### config.mk
export PLATFORM = sky130hd
export DESIGN_NAME = pll_ref_divider
export DESIGN_NICKNAME = d
export VERILOG_FILES = /design/src/rtl/pll_ref_pkg.sv /design/src/rtl/pll_ref_ctrl.sv /design/src/rtl/pll_ref_datapath.sv /design/src/rtl/pll_ref_divider.sv
export SDC_FILE = /design/constraint.sdc
export NUM_CORES = 1
export LEC_CHECK = 0
export BUFFER_PORTS_ARGS = -buffer_cell sky130_fd_sc_hd__buf_2
export CAP_MARGIN = 15
export CORE_MARGIN = 4
export CORE_UTILIZATION = 35
export DETAILED_ROUTE_END_ITERATION = 8
export GPL_TIMING_DRIVEN = 1
export SLEW_MARGIN = 20
export SYNTH_ARGS = -nofsm -noshare
export SYNTH_HDL_FRONTEND = slang
export SYNTH_SLANG_ARGS = --single-unit
### constraint.sdc
create_clock -name clk -period 3 [get_ports clk]
set_clock_uncertainty 0.05 [all_clocks]
set_input_delay 0 -clock clk [delete_from_list [all_inputs] [get_ports clk]]
set_output_delay 0 -clock clk [all_outputs]
set_load 0.05 [all_outputs]
### src/rtl/pll_ref_pkg.sv
package pll_ref_pkg;

  // Strobes handed from control to datapath once per cycle
  typedef struct packed {
    logic wrTake;     // accepted write, load the control word
    logic cntRun;     // oscillator tick while the oscillator is enabled
    logic cntBypass;  // oscillator disabled: pass internal clock through
  } refStrobes_t;

endpackage

### src/rtl/pll_ref_ctrl.sv
module pll_ref_ctrl
  import pll_ref_pkg::*;
(
  input  logic        busSel,
  input  logic        busWr,
  input  logic        protOn,
  input  logic        pllSelect,
  input  logic        oscEnable,
  input  logic        oscTick,
  output refStrobes_t strobes,
  output logic        clrLock,
  output logic        clrOscReady
);

  logic writeSeen;
  logic writeAllowed;

  assign writeSeen    = busSel & busWr;
  assign writeAllowed = ~protOn & pllSelect;

  always_comb begin
    strobes           = '0;
    strobes.wrTake    = writeSeen & writeAllowed;
    strobes.cntBypass = ~oscEnable;
    strobes.cntRun    = oscEnable & oscTick;
  end

  // New settings invalidate lock and oscillator-ready status
  assign clrLock     = strobes.wrTake;
  assign clrOscReady = strobes.wrTake;

endmodule

### src/rtl/pll_ref_datapath.sv
module pll_ref_datapath
  import pll_ref_pkg::*;
#(
  parameter int unsigned DATA_W     = 8,
  parameter int unsigned RANGE_W    = 2,
  parameter int unsigned DIV_W      = 4,
  parameter logic [RANGE_W-1:0] RESET_RANGE = '0,
  parameter logic [DIV_W-1:0]   RESET_DIV   = '1,
  parameter logic [RANGE_W-1:0] FIXED_RANGE = 2'b01
) (
  input  logic               clk,
  input  logic               rstN,
  input  refStrobes_t        strobes,
  input  logic [DATA_W-1:0]  busWdata,
  input  logic               oscEnable,
  input  logic               intTick,
  output logic [DATA_W-1:0]  busRdata,
  output logic               refTick,
  output logic [RANGE_W-1:0] filterRange
);

  localparam int unsigned PAD_W = DATA_W - RANGE_W - DIV_W;
  localparam int unsigned RANGE_LSB = DATA_W - RANGE_W;

  logic [RANGE_W-1:0] rangeQ;
  logic [DIV_W-1:0]   divQ;
  logic [DIV_W-1:0]   cntQ;
  logic               refQ;
  logic               cntAtZero;

  // Control word: only range and divider are stored
  always_ff @(posedge clk or negedge rstN) begin
    if (!rstN) begin
      rangeQ <= RESET_RANGE;
      divQ   <= RESET_DIV;
    end else if (strobes.wrTake) begin
      rangeQ <= busWdata[RANGE_LSB +: RANGE_W];
      divQ   <= busWdata[DIV_W-1:0];
    end
  end

  assign cntAtZero = (cntQ == '0);

  // Down-counter reloads from the stored divider only at wrap
  always_ff @(posedge clk or negedge rstN) begin
    if (!rstN) begin
      cntQ <= RESET_DIV;
      refQ <= 1'b0;
    end else if (strobes.cntBypass) begin
      cntQ <= divQ;
      refQ <= intTick;
    end else if (strobes.cntRun) begin
      if (cntAtZero) begin
        cntQ <= divQ;
        refQ <= 1'b1;
      end else begin
        cntQ <= cntQ - DIV_W'(1);
        refQ <= 1'b0;
      end
    end else begin
      refQ <= 1'b0;
    end
  end

  assign refTick = refQ;

  generate
    if (PAD_W > 0) begin : g_pad
      assign busRdata = {rangeQ, {PAD_W{1'b0}}, divQ};
    end else begin : g_nopad
      assign busRdata = {rangeQ, divQ};
    end
  endgenerate

  assign filterRange = oscEnable ? rangeQ : FIXED_RANGE;

endmodule

### src/rtl/pll_ref_divider.sv
module pll_ref_divider
  import pll_ref_pkg::*;
#(
  parameter int unsigned DATA_W  = 8,
  parameter int unsigned RANGE_W = 2,
  parameter int unsigned DIV_W   = 4
) (
  input  logic               clk,
  input  logic               rstN,
  input  logic               busSel,
  input  logic               busWr,
  input  logic [DATA_W-1:0]  busWdata,
  output logic [DATA_W-1:0]  busRdata,
  input  logic               protOn,
  input  logic               pllSelect,
  input  logic               oscEnable,
  input  logic               oscTick,
  input  logic               intTick,
  output logic               refTick,
  output logic [RANGE_W-1:0] filterRange,
  output logic               clrLock,
  output logic               clrOscReady
);

  refStrobes_t strobes;

  pll_ref_ctrl u_ctrl (
    .busSel      (busSel),
    .busWr       (busWr),
    .protOn      (protOn),
    .pllSelect   (pllSelect),
    .oscEnable   (oscEnable),
    .oscTick     (oscTick),
    .strobes     (strobes),
    .clrLock     (clrLock),
    .clrOscReady (clrOscReady)
  );

  pll_ref_datapath #(
    .DATA_W  (DATA_W),
    .RANGE_W (RANGE_W),
    .DIV_W   (DIV_W)
  ) u_dp (
    .clk         (clk),
    .rstN        (rstN),
    .strobes     (strobes),
    .busWdata    (busWdata),
    .oscEnable   (oscEnable),
    .intTick     (intTick),
    .busRdata    (busRdata),
    .refTick     (refTick),
    .filterRange (filterRange)
  );

endmodule

==> results.md, run 1 <==
* Design Area, Final at around 850 µm²
* Setup TNS Final at 0 ns
* TritonCTS Buffers at 3
* Yosys top cell by area: dfstp_2
* Fmax at 0.654 GHz
* Worst r2r path cells at 5
* Antenna violations before repair at 0
* Io pins at 30
* TritonCTS clock tree: yes
* Static Leak at ~0.42 nW
* Die H at between 40 and 50 µm
* Die Area at ~2500 µm²
* Power density cells at roughly 660 nW/µm²
* Commonest non-fill, non-tap cells in the layout: buf_2, dlygate4sd3_1, dfstp_2
* WP buf/inv at 1
* Nets@finish at around 110
* Total congestion overflow at 0
* Post-CTS setup buffers at 0
* RSZ-0062 raised after global routing: false
* Worst-path clk slew at 0.07 ns
* CP Cell Sequence: inv_1 -> ha_1 -> nor3b_2 -> or3_1 -> nand3_1
* GRT Util Overall at 0.116
* Critical Path RT at 3.16 ns
* Final wirelength at 1.27 mm
* Reg-to-Reg End: u_dp.cntQ[0]
* Reg-to-reg slack, setup at between 1 and 1.5 ns
* Root Driver: clkbuf_4
* Critical Path AT at roughly 1.7 ns
* Critical path class: reg -> reg
* DP HPWL at 921 µm
* GPL Wtd Cong at between 0.7 and 0.8
* Die X at approximately 50 µm
* Fillers at around 140
* H-tree depth at 1
* Clock Latency Late Sink at around 0.26 ns
* Pwr Total at ~560 µW
* Final setup viols at 0
* DRT antenna net count at 0
* Worst r2r src: u_dp.cntQ[0]
* Synth Cell Area at ~600 µm²
* Final period util at 0.509
* ANT cells at 0
* Dpl ws at 1.48 ns
* CP max FO at 4
* Unique masters post-synth at 28
* Share of cells above drive strength 1 at 0.506
* Vias per cell at around 5
* Syn_area_per_cell at between 10 and 15 µm²
* CP peak stage delay at 0.56 ns
* Slowest cell on the critical path: dfstp_2
* CP delay by family, top: simple AND/OR/NAND/NOR gates
* P&R area growth vs syn at 41.0%
* Setup crit end kind: flip-flop
* Post-DP Area at between 700 and 800 µm²
* Residual DRC at 0
* VDD IR max at 326 µV
* Area contributors post-synth: dfstp_2, dfrtp_1, mux2_2
* Via count at 534
* Sink Count at 11
* Initial drt markers at 3
* Fin crit period at between 1.5 and 2 ns
* Core Footprint at between 1500 and 2000 µm²
* Row Count at 14
* Starting density of the core at 0.383
* Final hold violation count at 0
* Most common cell after layout, fill and taps aside: buf_2
* First-pass GRT wire length at 2.23 mm
* Per-cell routed wire length at 12.1 µm
* Top cell type's share of synthesized area at 0.348
* Vias in the first global route at between 500 and 600
* CP startpoint kind: flip-flop
* Port buffer count at 25
* Largest net degree at the start of global routing at 12
* Synth Instances at 53
* Yosys warns at 0
* Drt pass-1 iters at 4
* HP Class: in -> async
* Max Buffers Root-to-Sink at 2
* Synthesis-stage register bit count at 11
* Sequential fraction of the synthesis area at 0.472
* Slew Limit Fails at 0
* Max capacitance violation total at 0
* Final setup margin at approximately 1.5 ns
* Run status: finished, final reports clean
## worst max path at each step
stage,start,endpoint,slack [ns],cells after the start
final,u_dp.cntQ[0],u_dp.cntQ[0],1.47,5
after global routing,u_dp.cntQ[0],u_dp.cntQ[0],1.39,5
after CTS,u_dp.cntQ[0],u_dp.cntQ[0],1.46,5
after detailed placement,u_dp.cntQ[0],u_dp.cntQ[0],1.48,5
after global placement,u_dp.cntQ[0],u_dp.cntQ[0],1.51,5
after floorplan,u_dp.cntQ[0],u_dp.cntQ[0],1.55,5
## registers in the layout, summed over array words and instances, names as in the netlist
signal        flops
u_dp.cntQ         4
u_dp.refTick      1
u_dp.rangeQ       2
u_dp.divQ         4
## stage by stage
stage	util	cells	hold WS, ns
6_report	0.540	105	0.0848
5_1_grt	0.540	105	0.0978
4_1_cts	0.540	105	0.0788
3_5_place_dp	0.460	91	-0.166
3_3_place_gp	0.460	91	-0.163
2_1_floorplan	-	54	-0.346
## logic make-up after synthesis
logic type | Yosys count | share of synthesized area
buf+inv | 9 | 0.0766
other cells | 1 | 0.00621
simple gates | 16 | 0.197
compound gates | 8 | 0.0994
fa+ha+maj | 1 | 0.0207
flops | 11 | 0.472
mux | 7 | 0.128
## cell usage after synthesis
| cell | number |
|---|---|
| inv_2 | 1 |
| buf_2 | 1 |
| o31a_1 | 1 |
| mux2_2 | 4 |
| nand2_1 | 4 |
| nor4b_2 | 1 |
| a21oi_1 | 2 |
| nand4b_4 | 1 |
| o221a_2 | 1 |
| and3b_1 | 1 |
| nand3_1 | 2 |
| dfrtp_1 | 3 |
| inv_1 | 4 |
| mux2_1 | 2 |
| and2_1 | 1 |
| a2bb2oi_1 | 1 |
| ha_1 | 1 |
| mux2i_1 | 1 |
| buf_4 | 3 |
| dfstp_2 | 8 |
| nand2b_1 | 1 |
| or3_1 | 1 |
| nand3b_1 | 1 |
| o22ai_1 | 2 |
| conb_1 | 1 |
| o41ai_1 | 1 |
| nor2_1 | 2 |
| nor3b_2 | 1 |
## layer usage
layer	GRT usage	vias up	wire [µm]
met3	0.0301	0	126
li1	-	259	-
met1	0.162	251	594
met5	0	-	0
met2	0.163	24	545
met4	0.0553	0	0
## power by group
part           total, mW  internal, mW  switching (mW)
Clock             0.0990        0.0513          0.0477
Sequential         0.236         0.202          0.0340
Combinational      0.224        0.0800           0.144
## repair_timing
action | 4_1_cts | 5_1_grt
endpoints found under the hold margin | 20 | 0
gates resized for setup | 0 | 0
hold buffers | 10 | 0
## layout make-up
class	count	area (µm²)	area share
Clock buffer	4	26.3	0.0308
Inverter	5	18.8	0.0220
Multi-Input combinational cell	34	277	0.325
Sequential cell	11	285	0.335
Tap cell	16	20.0	0.0235
Timing Repair Buffer	35	225	0.264
Power figures use the tool's default switching activity.
==> run 2, diff against run 1 <==
Settings changed: ABC_AREA set to 1, PLACE_DENSITY set to 0.66.
Clock period 3 ns to 1.26 ns, I/O delays scaled along.
==> run 2 against run 1 <==
Net effect:
- utilization down 0.35 points
- wire length rose by 7.2%
- clock-buffer cell count unchanged
- area after synthesis increased by 3.7%
- first-iteration DRC count decreased by 33%
- combinational power grew to 3.0 times the previous value
- design area is 7.6% higher
- worst hold slack lost 0.083 ns
- critical endpoint is now u_dp.cntQ[3]
- largest cell class is now multi-input gates
- highest routed layer is now met4
==> results.md, run 2 <==
* GPL Wtd Cong at about 0.74
* Vias in the first global route at 568
* Finished Layout Cells at around 140
* Via count at between 500 and 600
* Die H at 50.3 µm
* Io pins at 30
* Yosys top cell by area: dfstp_2
* Clock Latency Late Sink at 0.26 ns
* Number of synthesized flops with an enable pin at 0
* Unique masters post-synth at 23
* Residual DRC at 0
* P&R area growth vs syn at 46.3%
* Area contributors post-synth: dfstp_2, nand2_1, dfrtp_1
* Syn_area_per_cell at ~7.8 µm²
* Setup crit end kind: flip-flop
* Die Area at ~2500 µm²
* Die X at 50.3 µm
* VDD IR max at around 750 µV
* Final hold violation count at 0
* Max Buffers Root-to-Sink at 2
* HP Class: in -> reg
* Asr flop ratio synth at 1.00
* Commonest non-fill, non-tap cells in the layout: nand2_1, buf_2, dlygate4sd3_1, dfstp_2
* Row Count at 15
* Ys flop type: dfstp_2
* TritonCTS clock tree: yes
* DP HPWL at about 1.0 mm
* Final setup viols at 0
* Initial drt markers at 2
* Final period util at 0.963
* Fmax at 0.825 GHz
* Slew Limit Fails at 0
* Vias per cell at approximately 4.2
* Sink Count at 11
* Max capacitance violation total at 0
* Top cell type's share of synthesized area at 0.335
* Yosys warns at 0
* Total congestion overflow at 0
* Port buffer count at 25
* ANT cells at 0
* Static Leak at approximately 0.49 nW
* Hold slack at 0.00186 ns
* Design Area, Final at 917 µm²
* Run status: finished, final reports clean
* CP startpoint kind: flip-flop
* RSZ-0062 raised after global routing: true
* DRT antenna net count at 0
* Starting density of the core at 0.367
* H-tree depth at 1
* Most frequent cell after synthesis: nand2_1
* Pwr Total at roughly 1.5 mW
* Worst r2r path cells at 7
* Nets@finish at between 100 and 150
* Synthesis-stage register bit count at 11
* Per-cell routed wire length at 9.49 µm
* Post-layout util at 0.537
* Root Driver: clkbuf_4
* First-pass GRT wire length at 2.29 mm
* Critical Path AT at around 1.4 ns
* Share of cells above drive strength 1 at 0.466
* Fillers at approximately 180
* Largest registers: u_dp.cntQ (4), u_dp.divQ (4), u_dp.rangeQ (2)
* Largest net degree at the start of global routing at 12
* Synth Cell Area at between 600 and 700 µm²
* Antenna violations before repair at 0
* Synth Instances at 80
* Most common cell after layout, fill and taps aside: nand2_1
* Synth cell count leaders: nand2_1, inv_1, dfstp_2
* Critical Path RT at about 1.4 ns
* Placed Cells at approximately 130
* GRT Util Overall at 0.116
* Drt pass-1 iters at 3
* Worst-path clk slew at ~0.070 ns
* Hold Crit Depth at 4
* Critical path class: reg -> reg
* TritonCTS Buffers at 3
* Final wirelength at approximately 1.4 mm
* Sequential fraction of the synthesis area at 0.455
* Core Footprint at around 1700 µm²
* Power density cells at approximately 1600 nW/µm²
* Fin crit period at approximately 1.2 ns
* Post-DP Area at ~770 µm²
* CP max FO at 4
[run 2: cell types whose count changed in the layout (fill, tap and decap cells not counted), moves of 3 or more]
| cell | delta |
|---|---|
| inv_2 | +5 |
| nand2_1 | +22 |
| mux2_2 | -4 |
| o21ai_0 | +5 |
| buf_4 | +3 |
[run 2: metal layers]
| layer | up-vias | wire (µm) | GRT usage |
|---|---|---|---|
| li1 | 316 | - | - |
| met1 | 264 | 590 | 0.131 |
| met2 | 17 | 683 | 0.211 |
| met3 | 2 | 69 | 0.0178 |
| met4 | 0 | 14 | 0.0538 |
| met5 | - | 0 | 0 |
[run 2: per-stage QoR]
step                setup slack (ns)  setup TNS (ns)
floorplan                     0.0316               0
global placement              0.0241               0
detailed placement           -0.0154         -0.0154
CTS                          0.00957               0
global route                 -0.0214         -0.0575
finish                        0.0472               0
[run 2: what timing repair did]
action / 4_1_cts / 5_1_grt
cloned: 0 / 0
setup buffers: 0 / 1
gates resized for setup: 2 / 5
endpoints found under the setup margin: 2 / 4
hold endpoints to repair: 21 / 0
pin swaps: 2 / 1
hold buffers: 9 / 0
[run 2: cell families (layout without fill, tap and decap cells)]
group / count (synthesis) / in the layout / synth area share
DFF: 11 / 11 / 0.455
and+or+nand+nor: 43 / 43 / 0.321
AOI/OAI and AO/OA: 8 / 8 / 0.0719
adders and majority gates: 1 / 1 / 0.0200
other: 1 / 2 / 0.00598
buffers and inverters: 16 / 53 / 0.126
[run 2: path summary, 6_finish.rpt]
path                             endpoint          from  slack [ns]
max                          u_dp.cntQ[3]  u_dp.cntQ[1]        0.05
min                          u_dp.divQ[0]         busWr       0.002
max reg2reg                  u_dp.cntQ[3]  u_dp.cntQ[1]        0.05
min reg2reg                  u_dp.cntQ[0]  u_dp.cntQ[0]        0.44
max in group asynchronous    u_dp.cntQ[2]          rstN        0.81
min in group asynchronous  u_dp.rangeQ[0]          rstN        0.08
[run 2: where the power goes]
part / total (mW) / internal, mW / leakage (nW) / switching (mW)
clock: 0.236 / 0.122 / 0.0150 / 0.114
combinational: 0.678 / 0.248 / 0.350 / 0.430
sequential: 0.559 / 0.488 / 0.122 / 0.0703
[run 2: critical path, stage by stage (launching register included)]
cell	delay [ns]
dfstp_2	0.54
inv_2	0.05
ha_4	0.16
nand2_4	0.07
nand2_4	0.06
a21oi_2	0.11
nand2_1	0.06
nand2_1	0.06
[run 2: layout make-up]
cell class,count,area (µm²),share of cell area
Inverter,12,45.0,0.0491
Multi-Input combinational cell,54,292,0.318
Timing Repair Buffer,37,238,0.259
Tap cell,25,31.3,0.0341
Sequential cell,11,285,0.311
Clock buffer,4,26.3,0.0286
==> run 3, diff against run 2 <==
Settings changed: BUFFER_PORTS_ARGS -buffer_cell sky130_fd_sc_hd__buf_2 to not set, DONT_BUFFER_PORTS set to 1, PLACE_DENSITY 0.66 to not set.
==> run 3 against run 2 <==
Net effect:
- the run now ends with negative hold slack left
- die area did not move
- wire length rose by 14%
- flip-flop and latch count did not move
- global-route usage rose by 1.9 points
- utilization rose by 2.8 points
- sequential share of layout area fell by 1.5 points
- clock power rose by 3%
- critical endpoint unchanged
- clock-buffer cell count did not move
==> results.md, run 3 (synthesis gave the netlist of run 2 again) <==
* Critical Path RT at 1.42 ns
* Multi-input logic area at ~280 µm²
* Residual DRC at 0
* Core Footprint at ~1700 µm²
* H-tree depth at 1
* Reg area at 285 µm²
* ANT cells at 0
* Sink Count at 11
* Commonest non-fill, non-tap cells in the layout: nand2_1, dlygate4sd3_1, buf_4, dfstp_2, inv_1
* Slew Limit Fails at 0
* Power density cells at approximately 1600 nW/µm²
* Share of cells above drive strength 1 at 0.321
* Run status: complete, but fails checks
* CP startpoint kind: flip-flop
* Die X at slightly above 50 µm
* Vias in the first global route at between 500 and 600
* Worst-path clk slew at 0.07 ns
* Worst r2r src: u_dp.cntQ[1]
* P&R area growth vs syn at 53.9%
* Total congestion overflow at 0
* TritonCTS Buffers at 3
* Slew @ Worst Pin at slightly above 0.5 ns
* TritonCTS clock tree: yes
* DRT antenna net count at 0
* Critical Path AT at around 1.4 ns
* Hold Crit Depth at 2
* DP HPWL at between 1 and 1.5 mm
* Max Buffers Root-to-Sink at 2
* Static Leak at ~0.45 nW
* Hold path endpoint: u_dp.cntQ[2]
* CP max FO at 4
* Largest net degree at the start of global routing at 12
* Pwr Total at between 1.5 and 2 mW
* Final setup viols at 0
* Final period util at 0.981
* GPL Wtd Cong at ~0.8
* Fin crit period at around 1.2 ns
* Drt pass-1 iters at 1
* Io pins at 30
* Largest registers: u_dp.cntQ (4), u_dp.divQ (4), u_dp.rangeQ (2)
* Fmax at ~0.81 GHz
* Placed Cells at 112
* Clock Latency Late Sink at between 0.2 and 0.3 ns
* Initial drt markers at 0
* GRT Util Overall at 0.135
* Violations in the final reports: negative hold slack
* RSZ-0062 raised after global routing: true
* Hold slack at -0.186 ns
* Die H at ~50 µm
* Max capacitance violation total at 0
* Per-cell routed wire length at 11.3 µm
* Reg-to-Reg End: u_dp.cntQ[3]
* Port buffer count at 0
* Fillers at roughly 160
* Finished Layout Cells at between 100 and 150
* Starting density of the core at 0.367
* Die Area at approximately 2500 µm²
* First-pass GRT wire length at between 2 and 3 mm
* HP Class: in -> reg
* Row Count at 15
* Worst r2r path cells at 7
* Vias per cell at ~4.4
* Hold Startpoint: oscEnable
* Nets@finish at about 130
* VDD IR max at approximately 740 µV
* Reg-to-reg slack, setup at between 0.02 and 0.025 ns
* Most common cell after layout, fill and taps aside: nand2_1
* Via count at 603
* Slew margin rel. at 0.659
* Setup crit end kind: flip-flop
* Final wirelength at around 1.5 mm
* Critical path class: reg -> reg
* Root Driver: clkbuf_4
* Antenna violations before repair at 0
* Final hold violation count at 5
## run 3: cell count changes in the layout (fill, tap and decap cells not counted), sizes merged
| cell | change |
|---|---|
| buf | -16 |
| dlygate4sd3 | +10 |
## run 3: worst max-delay path: stages, from the launching register on
cell     delay [ns]
dfstp_2        0.54
inv_2          0.05
ha_4           0.16
nand2_4        0.08
nand2_4        0.06
a21oi_2        0.13
nand2_1        0.06
nand2_1        0.06
## run 3: layout make-up
class,count,share of cell area
Sequential cell,11,0.296
Timing Repair Buffer,31,0.304
Clock buffer,4,0.0272
Multi-Input combinational cell,54,0.294
Tap cell,25,0.0324
Inverter,12,0.0467
## run 3: how the worst max path moves through the flow
stage / from / endpoint / slack (ns) / cells past startpoint
floorplan: u_dp.cntQ[0] / u_dp.cntQ[3] / 0.03 / 8
global placement: u_dp.cntQ[0] / u_dp.cntQ[3] / 0.009 / 8
detailed placement: u_dp.cntQ[0] / u_dp.cntQ[3] / -0.0002 / 8
CTS: u_dp.cntQ[0] / u_dp.cntQ[1] / 0.002 / 7
global route: u_dp.cntQ[1] / u_dp.cntQ[3] / -0.06 / 7
finish: u_dp.cntQ[1] / u_dp.cntQ[3] / 0.02 / 7
## run 3: per-layer routing
layer	routed length [µm]	track usage
met1	625	0.151
met2	794	0.228
met3	89	0.0356
met4	38	0.0807
met5	0	0
## run 3: report_power, final
| group | leakage, nW | switching, mW | internal, mW |
|---|---|---|---|
| sequential | 0.122 | 0.0844 | 0.488 |
| clock | 0.0150 | 0.121 | 0.122 |
| combinational | 0.316 | 0.411 | 0.277 |
| total | 0.453 | 0.616 | 0.888 |
## run 3: metrics by stage
| step | worst slack (ns) | cell area [µm²] | utilization | setup TNS (ns) |
|---|---|---|---|---|
| final | 0.0244 | 965 | 0.565 | 0 |
| after global routing | -0.0580 | 965 | 0.565 | -0.0922 |
| after CTS | 0.00167 | 930 | 0.544 | 0 |
| after detailed placement | -0.000202 | 718 | 0.421 | -0.000202 |
| after global placement | 0.00872 | 718 | 0.421 | 0 |
| after floorplan | 0.0316 | 633 | - | 0 |
## run 3: timing repair
item | 4_1_cts | 5_1_grt
pin swaps | 0 | 6
endpoints found under the hold margin | 22 | 5
hold buffers | 18 | 1
setup endpoints to repair | 2 | 4
gates resized for setup | 1 | 3
setup buffers | 0 | 2
